`src/rtl/hold_gate_pkg.sv`:
```
package hold_gate_pkg;

  typedef enum logic [1:0] {
    ST_RUN        = 2'd0,
    ST_ENTER_WAIT = 2'd1,
    ST_HELD       = 2'd2,
    ST_EXIT_WAIT  = 2'd3
  } hold_state_e;

  localparam int unsigned PIN_COUNT = 3;
  localparam int unsigned PIN_SCLK  = 0;
  localparam int unsigned PIN_CSN   = 1;
  localparam int unsigned PIN_HOLDN = 2;

endpackage

```
`src/rtl/hold_pin_sync.sv`:
```
module hold_pin_sync #(
  parameter int unsigned WIDTH   = 3,
  parameter int unsigned STAGES  = 2,
  parameter logic [WIDTH-1:0] RST_VAL = '0
) (
  input  logic             clk,
  input  logic             rst_n,
  input  logic [WIDTH-1:0] d_i,
  output logic [WIDTH-1:0] q_o
);

  logic [WIDTH-1:0] stage_q [STAGES];

  for (genvar s = 0; s < STAGES; s++) begin : g_stage
    logic [WIDTH-1:0] stage_in;
    if (s == 0) begin : g_first
      assign stage_in = d_i;
    end else begin : g_next
      assign stage_in = stage_q[s-1];
    end
    always_ff @(posedge clk or negedge rst_n) begin
      if (!rst_n) stage_q[s] <= RST_VAL;
      else        stage_q[s] <= stage_in;
    end
  end

  assign q_o = stage_q[STAGES-1];

endmodule

```
`src/rtl/hold_fsm.sv`:
```
module hold_fsm
  import hold_gate_pkg::*;
(
  input  logic clk,
  input  logic rst_n,
  input  logic sclk_s,
  input  logic cs_n_s,
  input  logic hold_n_s,
  output logic held_o,
  output logic dout_oe_o,
  output logic shift_rise_o,
  output logic shift_fall_o,
  output logic intf_rst_o
);

  hold_state_e state_q, state_d;
  logic lock_q, lock_d;
  logic sclk_q;
  logic run_q, run_d;
  logic held_d, rise_d, fall_d, irst_d;
  logic sel, hold_req, held_cur, sclk_rise, sclk_fall;

  always_comb begin
    sel       = !cs_n_s;
    hold_req  = !hold_n_s;
    held_cur  = (state_q == ST_HELD) || (state_q == ST_EXIT_WAIT);
    sclk_rise = sclk_s && !sclk_q;
    sclk_fall = !sclk_s && sclk_q;
    lock_d    = (cs_n_s && held_cur) || (lock_q && hold_req);
    state_d   = state_q;
    if (!sel || lock_d) begin
      state_d = ST_RUN;
    end else begin
      unique case (state_q)
        ST_RUN: begin
          if (hold_req) state_d = sclk_s ? ST_ENTER_WAIT : ST_HELD;
        end
        ST_ENTER_WAIT: begin
          if (!hold_req)   state_d = ST_RUN;
          else if (!sclk_s) state_d = ST_HELD;
        end
        ST_HELD: begin
          if (!hold_req) state_d = sclk_s ? ST_EXIT_WAIT : ST_RUN;
        end
        ST_EXIT_WAIT: begin
          if (hold_req)    state_d = ST_HELD;
          else if (!sclk_s) state_d = ST_RUN;
        end
        default: state_d = ST_RUN;
      endcase
    end
    held_d = (state_d == ST_HELD) || (state_d == ST_EXIT_WAIT);
    run_d  = sel && !lock_d && !held_d;
    rise_d = sclk_rise && run_q && run_d;
    fall_d = sclk_fall && run_q && run_d;
    irst_d = !sel || lock_d;
  end

  always_ff @(posedge clk or negedge rst_n) begin
    if (!rst_n) begin
      state_q      <= ST_RUN;
      lock_q       <= 1'b0;
      sclk_q       <= 1'b0;
      run_q        <= 1'b0;
      held_o       <= 1'b0;
      shift_rise_o <= 1'b0;
      shift_fall_o <= 1'b0;
      intf_rst_o   <= 1'b1;
    end else begin
      state_q      <= state_d;
      lock_q       <= lock_d;
      sclk_q       <= sclk_s;
      run_q        <= run_d;
      held_o       <= held_d;
      shift_rise_o <= rise_d;
      shift_fall_o <= fall_d;
      intf_rst_o   <= irst_d;
    end
  end

  assign dout_oe_o = run_q;


  entry_now_chk: assert property (@(posedge clk) disable iff (!rst_n)
    (state_q == ST_RUN && !cs_n_s && !lock_q && !hold_n_s && !sclk_s) |=> held_o);


  no_shift_held_chk: assert property (@(posedge clk) disable iff (!rst_n)
    held_o |-> (!shift_rise_o && !shift_fall_o));


  oe_off_held_chk: assert property (@(posedge clk) disable iff (!rst_n)
    (held_o || intf_rst_o) |-> !dout_oe_o);


  deselect_rst_chk: assert property (@(posedge clk) disable iff (!rst_n)
    (held_cur && cs_n_s) |=> (intf_rst_o && !dout_oe_o && !held_o));


  lockout_chk: assert property (@(posedge clk) disable iff (!rst_n)
    (lock_q && !hold_n_s) |=> (!dout_oe_o && !held_o && intf_rst_o));

endmodule

```
`src/rtl/hold_gate.sv`:
```
module hold_gate
  import hold_gate_pkg::*;
#(
  parameter int unsigned SYNC_STAGES = 2
) (
  input  logic clk,
  input  logic rst_n,
  input  logic sclk_i,
  input  logic cs_n_i,
  input  logic hold_n_i,
  input  logic busy_i,
  output logic held_o,
  output logic dout_oe_o,
  output logic shift_rise_o,
  output logic shift_fall_o,
  output logic intf_rst_o,
  output logic busy_o
);

  localparam logic [PIN_COUNT-1:0] PIN_RST = 3'b110;

  logic                 rst_int_n;
  logic [PIN_COUNT-1:0] pins_raw, pins_s;

  hold_pin_sync #(.WIDTH(1), .STAGES(2), .RST_VAL(1'b0)) rst_sync_i (
    .clk   (clk),
    .rst_n (rst_n),
    .d_i   (1'b1),
    .q_o   (rst_int_n)
  );

  always_comb begin
    pins_raw            = '0;
    pins_raw[PIN_SCLK]  = sclk_i;
    pins_raw[PIN_CSN]   = cs_n_i;
    pins_raw[PIN_HOLDN] = hold_n_i;
  end

  hold_pin_sync #(.WIDTH(PIN_COUNT), .STAGES(SYNC_STAGES), .RST_VAL(PIN_RST)) pin_sync_i (
    .clk   (clk),
    .rst_n (rst_int_n),
    .d_i   (pins_raw),
    .q_o   (pins_s)
  );

  hold_fsm fsm_i (
    .clk          (clk),
    .rst_n        (rst_int_n),
    .sclk_s       (pins_s[PIN_SCLK]),
    .cs_n_s       (pins_s[PIN_CSN]),
    .hold_n_s     (pins_s[PIN_HOLDN]),
    .held_o       (held_o),
    .dout_oe_o    (dout_oe_o),
    .shift_rise_o (shift_rise_o),
    .shift_fall_o (shift_fall_o),
    .intf_rst_o   (intf_rst_o)
  );

  always_ff @(posedge clk or negedge rst_int_n) begin
    if (!rst_int_n) busy_o <= 1'b0;
    else            busy_o <= busy_i;
  end


  busy_pass_chk: assert property (@(posedge clk) disable iff (!rst_int_n)
    $past(rst_int_n) |-> (busy_o == $past(busy_i)));


  single_pulse_chk: assert property (@(posedge clk) disable iff (!rst_int_n)
    !(shift_rise_o && shift_fall_o));

endmodule

```
`config.mk`:
```
export PLATFORM = sky130hd
export DESIGN_NAME = hold_gate
export DESIGN_NICKNAME = d
export VERILOG_FILES = /design/src/rtl/hold_gate_pkg.sv /design/src/rtl/hold_pin_sync.sv /design/src/rtl/hold_fsm.sv /design/src/rtl/hold_gate.sv
export SDC_FILE = /design/constraint.sdc
export NUM_CORES = 1
export LEC_CHECK = 0
export ABC_AREA = 1
export BUFFER_PORTS_ARGS = -buffer_cell sky130_fd_sc_hd__buf_2
export CORE_UTILIZATION = 25
export DETAILED_ROUTE_END_ITERATION = 7
export GPL_ROUTABILITY_DRIVEN = 0
export SYNTH_ARGS = -nofsm -noshare
export SYNTH_HDL_FRONTEND = slang
export SYNTH_SLANG_ARGS = --single-unit
```
`constraint.sdc`:
```
create_clock -name clk -period 0.8 [get_ports clk]
set_clock_uncertainty 0.1 [all_clocks]
set_input_delay 0.12 -clock clk [delete_from_list [all_inputs] [get_ports clk]]
set_output_delay 0.12 -clock clk [all_outputs]
set_load 0.02 [all_outputs]
```
Word level (Yosys, flattened, before mapping)
Cells that the tools add are included.
{"block": "totals", "regBits": 18, "latchBits": 0, "ram_bits": 0, "mem_bits_ro": 0, "input_bits": 6, "word_cells": 49, "n_memories": 0}
{"block": "op_classes", "addsub": 0, "multipliers": 0, "div_mod_pow": 0, "n_lt_le_gt_ge": 0, "eq_ne": 5, "shifts": 0, "muxes": 10, "bitwise_logic": 0, "n_reduce_logical": 21}
{"operator": "two-way mux 2 bit", "count": 9}
{"operator": "logical AND 1 bit", "count": 10}
{"operator": "== test 2 bit (second input constant)", "count": 4}
{"operator": "one-hot mux 2 bit (4 select lines)", "count": 1}
{"operator": "logical NOT 1 bit", "count": 6}
{"operator": "logical OR 1 bit", "count": 4}
{"operator": "== test 2 x 1 -> 1 bit (second input constant)", "count": 1}
{"operator": "logical NOT 2 bit", "count": 1}

Longest topological paths before layout
{"block": "logic_depth", "depth_word": 11, "depth_mapped": 5, "depth_no_buf": 5}

Modules after synthesis
A second synthesis with hierarchy kept.
{"block": "hier_totals", "cells_unflattened": 38, "area_unflattened_um2": 529.3}
{"module": "hold_fsm", "instances": 1, "cells_each": 28, "area_per_inst_um2": 295.3, "seq_area_each_um2": 201.4}
{"module": "hold_pin_sync at pin_sync_i", "instances": 1, "cells_each": 6, "area_per_inst_um2": 155.1, "seq_area_each_um2": 155.1}
{"module": "hold_pin_sync at rst_sync_i", "instances": 1, "cells_each": 2, "area_per_inst_um2": 50.0, "seq_area_each_um2": 50.0}
{"module": "hold_gate", "instances": 1, "cells_each": 2, "area_per_inst_um2": 28.8, "seq_area_each_um2": 25.0}

Worst setup path before layout
OpenSTA, ideal clock, no wires.
{"block": "synth_timing", "path_type": "register to register", "start": "reg pin_sync_i.stage_q (netlist bit pin_sync_i.q_o[2])", "end": "reg fsm_i.shift_fall_o", "t_arrival_ps": 820, "required_ps": 629, "slack_ps": -191, "path_stages_with_launch": 5, "path_buffers": 0, "synth_period_minus_slack_ps": 991, "path_cell_list": "dfstp_2 -> inv_2 -> a21oi_2 -> nand2_2 -> nor2_1"}
{"block": "synth_via", "elab_chain_cells": 10}
{"element": "from (decl)", "line_no": "hold_pin_sync.sv:12", "source": "logic [WIDTH-1:0] stage_q [STAGES];"}
{"element": "from (signal, indexed assignment)", "line_no": "hold_pin_sync.sv:23", "source": "else stage_q[s] <= stage_in;"}
{"element": "branches (longest 8 deep; another with one-hot mux 2 bit (4 select lines))"}
{"element": "logical AND 1 bit *", "line_no": "hold_fsm.sv:53", "source": "run_d = sel && !lock_d && !held_d;"}
{"element": "logical AND 1 bit *", "line_no": "hold_fsm.sv:55", "source": "fall_d = sclk_fall && run_q && run_d;"}
{"element": "via fsm_i.fall_d", "line_no": "hold_fsm.sv:20", "source": "logic held_d, rise_d, fall_d, irst_d;"}
{"element": "to (signal assigned)", "line_no": "hold_fsm.sv:76", "source": "shift_fall_o <= fall_d;"}
{"element": "to (decl)", "line_no": "hold_fsm.sv:12", "source": "output logic shift_fall_o,"}
Mark *: on every way through the listed nets, which the timed path passes.

Final worst setup path
{"block": "layout_timing", "start": "reg fsm_i.intf_rst_o", "end": "out intf_rst_o"}
{"element": "from (decl)", "line_no": "hold_fsm.sv:13", "source": "output logic intf_rst_o"}
{"element": "from (signal assigned)", "line_no": "hold_fsm.sv:77", "source": "intf_rst_o <= irst_d;"}
{"element": "to (decl)", "line_no": "hold_gate.sv:16", "source": "output logic intf_rst_o,"}
No word-level cell between the ends.

==> flow_summary.ini <==
[timing]
fin_crit_sh = 1.43
min_period_ns = 1.14
slew_viol_final = 0
setup_slack_ns = -0.345
rsz0062_at_grt = yes
fmax_mhz = 874
hold_violations = 0
setup_violations = 13

[finish]
syn_to_final_growth_pct = 49.4
fin_area_sq_um = 791
antennaDiodeCount = 0
fill_cells = 175
final_cell_mix = 12 x dfrtp_1, 7 x buf_6
stdcell_count = 89
final_common_cell = dfrtp_1
seq_area_sq_um = 432
final_nets = 69
multiInputGateArea_sq_um = 83.8
drive_above_1_share = 0.532
utilization = 0.399

[clocking]
ctsRootBufferMaster = clkbuf_4
clock_latency_ns = 0.29
numCtsBuffers = 3
cts_tree = yes
cts.clk_slew.worst_paths_ns = 0.10
clkSinkCount = 17
h-tree-depth = 1
clockBufferDepth = 2

[setup_path]
arrival_ns = 0.92
critPathTopFamily = flip-flops
rrSetupSlack_ns = -0.30
slowest_stage = dfstp_2
worst-path-buf-inv = 1
required_ns = 0.58
r2r-end = fsm_i.shift_fall_o$_DFF_PN0_
crit_chain = buf_6
r2r_cells = 4
critical_path.max_fanout = 1
cpPeakStageDelay_ns = 0.53
endpoint_kind = output port
critPathLaunchType = register
crit_type = register to output port
reg2reg_from = pin_sync_i.q_o[2]$_DFF_PN1_

[die]
die_width_microns = 48.0
boundaryPins = 12
core-area_sq_um = 1980
die_height_microns = 48.0
start_util = 0.267
die_area_sq_um = 2300
rows = 16

[yosys]
synth_top_cell_by_area = dfrtp_1
syn_area_sq_um = 529
synthMuxAreaShare = 0
synth-seq-area-share = 0.816
synth_compound_area_frac = 0.0449
yosys.area_share.simple = 0.0898
syn_inst = 38
yosysWarnings = 0
ys_types = 12
synth_xor_area_frac = 0
synth_top_family_by_area = simple AND/OR/NAND/NOR gates
synth_area_per_cell_sq_um = 13.9
synth_top_area_share = 0.567
synth_nets = 44
yosys.area_share.adder = 0
ys_ff_latch = 17
synth_area_leaders = dfrtp_1 57%, dfstp_2 25%, inv_1 3.5%

[job]
maxCapViolCount = 0

[route]
wl_per_cell_microns = 8.53
vias_per_cell = 3.71
first_iter_violations = 0
wl_microns = 759
drc_errors = 0
drt_first_pass_iters = 1
ant_nets = 0
num_vias = 330

[placement]
hpwl_microns = 505
post_dp_cell_area_sq_um = 646
portBuffers = 11
dp_cells = 78

[power_and_ir_drop]
power.leakage_nw = 0.374
power_density_nw_per_um2 = 1990
ir_drop_v = 0.00109
totalPowerFinal_w = 0.00158

[global_route]
grt_use_total = 0.0894
grt-busiest-layer = met2
first_global_vias = 334
gr-usage-met3 = 0.0679
antenna_found_initial = 0
grt_overflow = 0
globalRouteMet1Util = 0.0810
grtUsageMet2 = 0.151
grt_first_pass_wirelength_mm = 1.28
grt_max_degree = 16

[status]
violations = negative setup slack
status = complete, but fails checks

[hold_path]
hp-class = input pin to async pin
## how the worst max path moves through the flow
stage | end | startpoint | slack [ns] | depth (start not counted)
floorplan | fsm_i.shift_fall_o$_DFF_PN0_ | pin_sync_i.q_o[2]$_DFF_PN1_ | -0.19 | 4
global placement | fsm_i.shift_fall_o$_DFF_PN0_ | pin_sync_i.q_o[2]$_DFF_PN1_ | -0.22 | 4
finish | intf_rst_o | fsm_i.intf_rst_o$_DFF_PN1_ | -0.34 | 1
CTS | intf_rst_o | fsm_i.intf_rst_o$_DFF_PN1_ | -0.36 | 1
global route | intf_rst_o | fsm_i.intf_rst_o$_DFF_PN1_ | -0.38 | 1
detailed placement | fsm_i.shift_rise_o$_DFF_PN0_ | pin_sync_i.q_o[2]$_DFF_PN1_ | -0.24 | 4
## timing repair
action / in CTS / in global routing
buffers inserted: 1 / 1
gates cloned: 0 / 0
resized for setup: 13 / 3
hold endpoints to repair: 6 / 0
hold buffers: 5 / 0
endpoints found under the setup margin: 13 / 13
pin swaps: 1 / 1
## metal layers
layer | routed length, microns | vias up
met5 | 0 | -
met3 | 62 | 0
met4 | 0 | 0
li1 | - | 161
met2 | 387 | 14
met1 | 308 | 155
## Yosys cell counts, drive strengths merged
| master | instances |
|---|---|
| nand3 | 1 |
| dfrtp | 12 |
| conb | 1 |
| a21oi | 1 |
| nand2 | 5 |
| nor2 | 5 |
| inv | 6 |
| o22ai | 1 |
| o21ai | 1 |
| dfstp | 5 |
## area by class of cell
| class | count | share of cell area |
|---|---|---|
| timing repair buffer | 20 | 0.239 |
| clock buffer | 3 | 0.0285 |
| clock inverter | 1 | 0.00949 |
| sequential | 17 | 0.546 |
| tap | 27 | 0.0427 |
| multi-input combinational | 15 | 0.106 |
| inverter | 6 | 0.0285 |
## metrics by stage
step	hold slack, ns	TNS (ns)	setup slack, ns
floorplan	-0.276	-0.847	-0.191
detailed placement	-0.192	-1.19	-0.240
global route	0.00975	-3.50	-0.378
finish	0.0250	-2.95	-0.345
global placement	-0.194	-1.06	-0.219
CTS	0.0183	-2.93	-0.357
## cells by family after synthesis
group,count (synthesis)
DFF,17
and+or+nand+nor,11
buffers and inverters,6
AOI/OAI and AO/OA,3
other,1
## report_power, final
group / internal, W / switching, W / leakage, nW
logic: 0.0000960 / 0.0000825 / 0.158
clock network: 0.000190 / 0.000263 / 0.0139
registers: 0.000917 / 0.0000274 / 0.203
total: 0.00120 / 0.000373 / 0.374
No activity file was read; power rests on OpenSTA's default activity.
